`config.mk`:
```
export PLATFORM = sky130hd
export DESIGN_NAME = cap_edge_capture
export DESIGN_NICKNAME = d
export VERILOG_FILES = /design/src/rtl/cap_pkg.sv /design/src/rtl/cap_pin_sync.sv /design/src/rtl/cap_edge_qual.sv /design/src/rtl/cap_sequencer.sv /design/src/rtl/cap_edge_capture.sv
export SDC_FILE = /design/constraint.sdc
export NUM_CORES = 1
export LEC_CHECK = 0
export ABC_CLOCK_PERIOD_IN_PS = 2300
export BUFFER_PORTS_ARGS = -buffer_cell sky130_fd_sc_hd__buf_2
export CAP_MARGIN = 5
export CORE_MARGIN = 4
export CORE_UTILIZATION = 45
export DETAILED_ROUTE_END_ITERATION = 10
export GPL_ROUTABILITY_DRIVEN = 0
export PLACE_DENSITY = 0.82
export SETUP_SLACK_MARGIN = 0.15
export SLEW_MARGIN = 20
export SYNTH_ARGS = -nofsm -noshare
export SYNTH_HDL_FRONTEND = slang
export SYNTH_SLANG_ARGS = --single-unit
```
`constraint.sdc`:
```
create_clock -name clk -period 2.3 [get_ports clk]
set_clock_uncertainty 0.05 [all_clocks]
set_input_delay 0.46 -clock clk [delete_from_list [all_inputs] [get_ports clk]]
set_output_delay 0.46 -clock clk [all_outputs]
set_load 0.1 [all_outputs]
```
`src/rtl/cap_pkg.sv`:
```
package cap_pkg;
    typedef enum logic [1:0] {
        CAP_OFF  = 2'd0,
        CAP_RISE = 2'd1,
        CAP_FALL = 2'd2,
        CAP_BOTH = 2'd3
    } cap_mode_e;
endpackage

```
`src/rtl/cap_pin_sync.sv`:
```
module cap_pin_sync #(
    parameter int STAGES = 2
) (
    input  logic clk,
    input  logic rst_n,
    input  logic pin_i,
    output logic level_o,
    output logic prev_o
);
    logic [STAGES-1:0] chain_q;
    logic              prev_q;

    generate
        for (genvar g = 0; g < STAGES; g++) begin : g_stage
            always_ff @(posedge clk or negedge rst_n) begin
                if (!rst_n) begin
                    chain_q[g] <= 1'b0;
                end else if (g == 0) begin
                    chain_q[g] <= pin_i;
                end else begin
                    chain_q[g] <= chain_q[(g == 0) ? 0 : g-1];
                end
            end
        end
    endgenerate

    always_ff @(posedge clk or negedge rst_n) begin
        if (!rst_n) prev_q <= 1'b0;
        else        prev_q <= chain_q[STAGES-1];
    end

    assign level_o = chain_q[STAGES-1];
    assign prev_o  = prev_q;
endmodule

```
`src/rtl/cap_edge_qual.sv`:
```
module cap_edge_qual
    import cap_pkg::*;
(
    input  cap_mode_e mode_i,
    input  logic      level_i,
    input  logic      prev_i,
    output logic      hit_o
);
    logic rise, fall;

    always_comb begin
        rise = level_i & ~prev_i;
        fall = ~level_i & prev_i;
        unique case (mode_i)
            CAP_RISE: hit_o = rise;
            CAP_FALL: hit_o = fall;
            CAP_BOTH: hit_o = rise | fall;
            default:  hit_o = 1'b0;
        endcase
    end
endmodule

```
`src/rtl/cap_sequencer.sv`:
```
module cap_sequencer
    import cap_pkg::*;
#(
    parameter int CNT_W = 32
) (
    input  logic             clk,
    input  logic             rst_n,
    input  logic [CNT_W-1:0] count_i,
    input  logic             hit_i,
    input  cap_mode_e        mode_i,
    input  logic             dir_in_i,
    input  logic             cap_second_i,
    input  logic             clr_i,
    output logic [CNT_W-1:0] slot1_o,
    output logic [CNT_W-1:0] slot2_o,
    output logic             event_o
);
    localparam int SLOTS = 2;
    localparam int IDX_W = $clog2(SLOTS + 1);

    typedef struct packed {
        logic [IDX_W-1:0] idx;
        logic [CNT_W-1:0] slot1;
        logic [CNT_W-1:0] slot2;
        logic             evt;
        cap_mode_e        mode_prev;
    } seq_state_t;

    seq_state_t st_d, st_q;
    logic       rearm;
    logic       take;

    always_comb begin
        st_d           = st_q;
        st_d.evt       = 1'b0;
        st_d.mode_prev = mode_i;
        rearm = clr_i || (st_q.mode_prev == CAP_OFF && mode_i != CAP_OFF);
        take  = hit_i && dir_in_i && (st_q.idx < IDX_W'(SLOTS)) && !rearm;
        if (rearm) begin
            st_d.idx = '0;
        end else if (take) begin
            if (st_q.idx == '0) st_d.slot1 = count_i;
            else                st_d.slot2 = count_i;
            st_d.evt = (st_q.idx == IDX_W'(cap_second_i));
            st_d.idx = st_q.idx + 1'b1;
        end
    end

    always_ff @(posedge clk or negedge rst_n) begin
        if (!rst_n) begin
            st_q <= '{idx: '0, slot1: '0, slot2: '0, evt: 1'b0, mode_prev: CAP_OFF};
        end else begin
            st_q <= st_d;
        end
    end

    assign slot1_o = st_q.slot1;
    assign slot2_o = st_q.slot2;
    assign event_o = st_q.evt;

    // sequence counter never passes the slot count
    p_idx_bound_r4: assert property (@(posedge clk) disable iff (!rst_n)
        st_q.idx <= IDX_W'(SLOTS));

    // a full sequence leaves both slots alone
    p_full_hold_r4: assert property (@(posedge clk) disable iff (!rst_n)
        (st_q.idx == IDX_W'(SLOTS)) |=> ($stable(slot1_o) && $stable(slot2_o)));

    // no event after the first capture when set for the second
    p_no_early_event_r6: assert property (@(posedge clk) disable iff (!rst_n)
        (take && cap_second_i && st_q.idx == '0) |=> !event_o);
endmodule

```
`src/rtl/cap_edge_capture.sv`:
```
module cap_edge_capture
    import cap_pkg::*;
#(
    parameter int CNT_W       = 32,
    parameter int SYNC_STAGES = 2
) (
    input  logic             clk,
    input  logic             rst_n,
    input  logic [CNT_W-1:0] count_i,
    input  logic             pin_i,
    input  logic [1:0]       mode_i,
    input  logic             dir_in_i,
    input  logic             cap_second_i,
    input  logic             clr_i,
    output logic [CNT_W-1:0] slot1_o,
    output logic [CNT_W-1:0] slot2_o,
    output logic             event_o
);
    logic      level, prev, hit;
    cap_mode_e mode;

    assign mode = cap_mode_e'(mode_i);

    cap_pin_sync #(.STAGES(SYNC_STAGES)) u_sync (
        .clk     (clk),
        .rst_n   (rst_n),
        .pin_i   (pin_i),
        .level_o (level),
        .prev_o  (prev)
    );

    cap_edge_qual u_qual (
        .mode_i  (mode),
        .level_i (level),
        .prev_i  (prev),
        .hit_o   (hit)
    );

    cap_sequencer #(.CNT_W(CNT_W)) u_seq (
        .clk          (clk),
        .rst_n        (rst_n),
        .count_i      (count_i),
        .hit_i        (hit),
        .mode_i       (mode),
        .dir_in_i     (dir_in_i),
        .cap_second_i (cap_second_i),
        .clr_i        (clr_i),
        .slot1_o      (slot1_o),
        .slot2_o      (slot2_o),
        .event_o      (event_o)
    );

    // mode none never captures
    p_mode_off_r2: assert property (@(posedge clk) disable iff (!rst_n)
        (mode_i == 2'd0) |=> ($stable(slot1_o) && $stable(slot2_o) && !event_o));

    // pin configured as output never captures
    p_dir_out_r3: assert property (@(posedge clk) disable iff (!rst_n)
        !dir_in_i |=> ($stable(slot1_o) && $stable(slot2_o) && !event_o));

    // a clear strobe beats any edge and keeps the slots
    p_clr_wins_r9: assert property (@(posedge clk) disable iff (!rst_n)
        clr_i |=> ($stable(slot1_o) && $stable(slot2_o) && !event_o));
endmodule

```
After elaboration in Yosys (flattened, before gate mapping)
Cells that the tools add are included.
{"block": "totals", "elab_cells": 39, "inputBits": 40, "output_inout_bits": 65, "reg_bits": 72}
{"block": "classes", "n_mux": 6, "bitwise": 7, "add_sub_neg": 1, "eq_ne": 4, "n_lt_le_gt_ge": 1, "reduce_logical": 12}
{"cell": "$mux 67", "n": 1}
{"cell": "$mux 32", "n": 2}
{"cell": "$reduce_and 3->1", "n": 2}
{"cell": "$eq 2x2->1 const B", "n": 2}
{"cell": "$logic_and 1x1->1", "n": 4}
{"cell": "$logic_not 2->1", "n": 2}
{"cell": "$not 1->1", "n": 4}
{"cell": "$reduce_bool 2->1", "n": 2}
{"cell": "$pmux 1 s3", "n": 1}
{"cell": "$add 2x1->2 const B", "n": 1}
{"cell": "$and 1x1->1", "n": 2}
{"cell": "$eq 2x1->1", "n": 1}
{"cell": "$eq 2x1->1 const B", "n": 1}
{"cell": "$lt 2x2->1 const B", "n": 1}
{"cell": "$mux 2", "n": 1}
{"cell": "$logic_not 1->1", "n": 1}
{"cell": "$logic_or 1x1->1", "n": 1}
{"cell": "$mux 1", "n": 1}
{"cell": "$or 1x1->1", "n": 1}

Logic depth before layout (Yosys ltp)
{"block": "depth", "word_depth": 9, "mapped_depth": 7, "depth_no_buf": 6}

Cells and area by module
A second synthesis with hierarchy kept.
{"block": "hier_totals", "cells_unflattened": 231, "area_unflattened_um2": 3284.4}
{"module": "cap_sequencer", "area_each_um2": 3150.5, "n_inst": 1, "cells_per_inst": 219, "seq_area_each_um2": 1726.7}
{"module": "cap_pin_sync", "area_each_um2": 75.1, "n_inst": 1, "cells_per_inst": 3, "seq_area_each_um2": 75.1}
{"module": "cap_edge_qual", "area_each_um2": 58.8, "n_inst": 1, "cells_per_inst": 9, "seq_area_each_um2": 0.0}

Least setup slack after synthesis
Ideal clock, no wire load.
{"block": "synth_path", "path_kind": "register to register", "startpoint": "register u_sync.chain_q[1], in the netlist u_sync.level_o", "endpoint": "register u_seq.st_q, in the netlist u_seq.slot2_o[10]", "t_required_ps": 2123, "setup_ps": 127, "t_arrival_ps": 1864, "setup_slack_ps": 259, "synth_period_minus_slack_ps": 2041, "path_stages_with_launch": 8, "n_path_buf": 1, "cell_sequence": "dfrtp_1 > inv_1 > ha_1 > nand2b_1 > a311oi_4 > nand3b_4 > buf_6 > mux2_1"}
{"block": "synth_via", "elab_chain_len": 8, "word_cells_on_any_way": 9, "classes_between": "1 x mux; 4 x bitwise; 4 x reduce/logical"}
{"element": "from (decl)", "line_no": "cap_pin_sync.sv:10", "text": "logic [STAGES-1:0] chain_q;"}
{"element": "from (signal, indexed assignment)", "line_no": "cap_pin_sync.sv:19", "text": "chain_q[g] <= pin_i;"}
{"element": "from (signal, indexed assignment)", "line_no": "cap_pin_sync.sv:21", "text": "chain_q[g] <= chain_q[(g == 0) ? 0 : g-1];"}
{"element": "$not 1->1", "line_no": "cap_edge_qual.sv:13", "text": "fall = ~level_i & prev_i;"}
{"element": "$and 1x1->1", "line_no": "cap_edge_qual.sv:13"}
{"element": "$or 1x1->1", "line_no": "cap_edge_qual.sv:17", "text": "CAP_BOTH: hit_o = rise | fall;"}
{"element": "$pmux 1 s3 (*)", "line_no": "cap_edge_qual.sv:14", "text": "unique case (mode_i)"}
{"element": "$logic_and 1x1->1 (*) (3 in series)", "line_no": "cap_sequencer.sv:38", "text": "take = hit_i && dir_in_i && (st_q.idx < IDX_W'(SLOTS)) && !rearm;"}
{"element": "$reduce_and 3->1 (no source line) (*)"}
{"element": "to (signal assigned)", "line_no": "cap_sequencer.sv:51", "text": "st_q <= '{idx: '0, slot1: '0, slot2: '0, evt: 1'b0, mode_prev: CAP_OFF};"}
{"element": "to (signal assigned)", "line_no": "cap_sequencer.sv:53", "text": "st_q <= st_d;"}
{"element": "to (decl)", "line_no": "cap_sequencer.sv:29", "text": "seq_state_t st_d, st_q;"}
Mark *: on every way between the ends. The rest lies on a longest branch, timed or not.
A chain may end at the register's enable or synchronous reset.

Final worst setup path
{"block": "layout_path", "startpoint": "register u_sync.prev_q, in the netlist u_sync.prev_o", "endpoint": "register u_seq.st_q, in the netlist u_seq.slot2_o[15]"}
{"block": "layout_via", "elab_chain_len": 8, "word_cells_on_any_way": 9, "classes_between": "1 x mux; 4 x bitwise; 4 x reduce/logical"}
{"element": "from (decl)", "line_no": "cap_pin_sync.sv:11", "text": "logic prev_q;"}
{"element": "from (signal assigned)", "line_no": "cap_pin_sync.sv:29", "text": "else prev_q <= chain_q[STAGES-1];"}
{"element": "$not 1->1", "line_no": "cap_edge_qual.sv:12", "text": "rise = level_i & ~prev_i;"}
{"element": "$and 1x1->1", "line_no": "cap_edge_qual.sv:12"}
{"element": "$or 1x1->1", "line_no": "cap_edge_qual.sv:17"}
{"element": "$pmux 1 s3 (*)", "line_no": "cap_edge_qual.sv:14"}
{"element": "$logic_and 1x1->1 (*) (3 in series)", "line_no": "cap_sequencer.sv:38"}
{"element": "$reduce_and 3->1 (no source line) (*)"}
Marks and branches as above.

==> run_results.csv <==
group,metric,value,unit
layout,final_nets,327,
worst_setup_path,crit_path_max_fanout,8,
worst_setup_path,cp-start-kind,"register",
routing,wirelength,5914,µm
routing,drt_iter0_drc,31,
clock_network,clk_pin_slew,0.07,ns
clock_network,clockRootBuffer,"clkbuf_8",
outcome,run_status,"finished, final reports clean",
clock_network,clk_path_buf_depth,2,
synth,synth_area,0.003278,mm²
synth,yosys.area.top_type,"dfrtp_1",
timing,fin_setup_tns,0,ns
grt,grt_usage,0.1327,
worst_setup_path,cp.required,2.47,ns
worst_setup_path,crit_type,"reg2reg",
floorplan,num_rows,30,
synth,avgSynthCellArea,14.32,µm²
floorplan,io_pins,105,
worst_setup_path,r2r_setup_slack,0.21,ns
synth,synth_top_area_frac,0.5496,
grt,grt_overflow,0,
floorplan,die_area,0.008714,mm²
floorplan,die_y,93.35,µm
place,dpl.hpwl,3966,µm
synth,ys_seq_area_frac,0.5496,
synth,syn_nets,272,
timing,fin_crit_sh,0.9101,
clock_network,insertion_delay,0.33,ns
flow_run,cap_violations,0,
timing,report.final.hold_viol_count,0,
layout,stdcell_count,385,
hold_path,hold_class,"in2async",
layout,drive_gt1_frac,0.5536,
timing,worst_slew_pin_slew,0.5100,ns
worst_setup_path,cp_slowest_cell,"dfrtp_1",
worst_setup_path,endpoint_kind,"register",
timing,setup_viol,0,
layout,multi_input_area,0.001018,mm²
synth,synth_cell_type_count,19,
routing,final_antenna_net_count,0,
worst_setup_path,crit_chain,"ha_1 -> nand2b_4 -> a311oi_4 -> buf_6 -> nand3b_4 -> clkbuf_16 -> mux2_1",
routing,wire_per_inst,15.36,µm
worst_setup_path,rr_endpoint,"u_seq.slot2_o[15]",
floorplan,die_w,93.35,µm
floorplan,initial_core_util,0.4721,
clock_network,ctsHtreeMaxLevel,3,
routing,avgViaCountPerCell,4.590,
timing,max-slew-margin-rel,0.6624,
routing,vias,1767,
timing,min_period,2.093,ns
clock_network,ctsHoldBuffers,0,
synth,synthTopCellsByArea,"dfrtp_1, mux2_1, buf_4, buf_6, ha_1",
routing,dr.pass1.iters,5,
routing,drc,0,
grt,antenna_found_initial,0,
worst_setup_path,cp_slowest_stage_delay,0.39,ns
place,dp.cells,364,
worst_setup_path,reg2reg_from,"u_sync.prev_o",
timing,max_freq,477.7,MHz
layout,regArea,0.001802,mm²
layout,synthToLayoutAreaGrowth,16.95,%
worst_setup_path,arrival,2.26,ns
synth,ys_warn_count,0,
timing,rsz0062_at_grt,"yes",
grt,grt_max_degree,73,
grt,grt_pass1_wl,8997,µm
timing,hold_slack,0.09978,ns
clock_network,cts_tree,"yes",
layout,n_antenna_cell,0,
floorplan,core,0.006944,mm²
layout,nFillCells,601,
worst_setup_path,worstRegToRegCells,7,
synth,syn_inst,229,
place,port_buffers,104,
timing,slew_viol_final,0,
clock_network,clock-sinks,72,
synth,synth-seq-cells,72,
clock_network,cts_inserted_buffers,9,
grt,grt_pass1_vias,1811,
==> kinds of logic (layout without fill, tap and decap cells) <==
logic type,count (synthesis),in the layout,share of synthesized area
mux,64,64,0.2198
fa+ha+maj,3,3,0.01145
flops,72,72,0.5496
buf+inv,74,134,0.1718
simple gates,10,10,0.02825
xor+xnor,2,2,0.005344
compound gates,4,4,0.01374
==> worst max-delay path: cells and delay by family, from the launching register on <==
family	cells	cell delay, ns
buf+inv	2	0.38
flops	1	0.39
compound gates	1	0.26
simple gates	2	0.30
mux	1	0.30
fa+ha+maj	1	0.29
==> cells in the final DEF (no fill, tap or decap), drive strengths merged <==
master | Yosys | final
or2 | 1 | 1
bufinv | 0 | 1
xnor2 | 2 | 2
nand3b | 1 | 1
nor2b | 1 | 1
clkinv | 0 | 2
ha | 3 | 3
a311oi | 1 | 1
nand2b | 3 | 3
and2 | 1 | 1
clkbuf | 0 | 15
a21oi | 3 | 3
nand3 | 1 | 1
dfrtp | 72 | 72
inv | 4 | 4
buf | 70 | 112
nor2 | 1 | 1
and3 | 1 | 1
mux2 | 64 | 64
==> layout make-up <==
class | count | area share
clock inverter | 3 | 0.01044
sequential | 72 | 0.4700
clock buffer | 13 | 0.04145
multi-input combinational | 83 | 0.2657
timing repair buffer | 114 | 0.1772
inverter | 4 | 0.003916
tap | 96 | 0.03133
==> synth_stat cells <==
master and number:
buf_6 6, a21oi_1 2, nand3b_4 1, nor2_1 1
or2_1 1, nor2b_1 1, nand2b_1 2, inv_1 4
a21oi_2 1, xnor2_1 2, nand3_4 1, mux2_1 64
nand2b_4 1, buf_4 64, ha_1 3, and3_1 1
and2_1 1, a311oi_4 1, dfrtp_1 72
==> metrics by stage <==
stage	instance area (µm²)	worst slack, ns	utilization
3_5_place_dp	3421	0.08691	0.4926
6_report	3834	0.2067	0.5521
2_1_floorplan	3278	0.2587	-
4_1_cts	3646	0.1663	0.5250
5_1_grt	3834	0.09032	0.5521
3_3_place_gp	3421	0.1769	0.4926
==> per-layer routing <==
metal / GRT usage / vias up / part of all wire
met3: 0.04747 / 6 / 0.073
met5: 0 / - / 0
met1: 0.1659 / 883 / 0.42
li1: - / 813 / -
met2: 0.2067 / 65 / 0.49
met4: 0.05861 / 0 / 0.013
==> flip-flops by register name, indices dropped and copies added (netlist names) <==
| name | count |
|---|---|
| u_seq.slot1_o | 32 |
| u_seq.slot2_o | 32 |
| u_seq.st_q | 4 |
| u_seq.event_o | 1 |
| u_sync.chain_q | 1 |
| u_sync.level_o | 1 |
| u_sync.prev_o | 1 |
==> what timing repair did <==
item / in CTS / in global routing
endpoints found under the setup margin: 64 / 64
pin swaps: 1 / 2
gates cloned: 0 / 2
resized for setup: 5 / 31
setup buffers: 1 / 2
==> worst max-delay path by stage <==
stage,cells past startpoint,slack (ns),end,start
final,7,0.21,u_seq.slot2_o[15],u_sync.prev_o
after CTS,8,0.17,u_seq.slot2_o[10],u_sync.level_o
after floorplan,7,0.26,u_seq.slot2_o[10],u_sync.level_o
after global placement,7,0.18,u_seq.slot2_o[17],u_sync.level_o
after global routing,8,0.09,u_seq.slot2_o[31],u_sync.level_o
after detailed placement,7,0.09,u_seq.slot2_o[10],u_sync.level_o
Power is left out: the tool's default activity adds up to more than one toggle a clock period on the data nets, which glitch-free logic cannot reach.
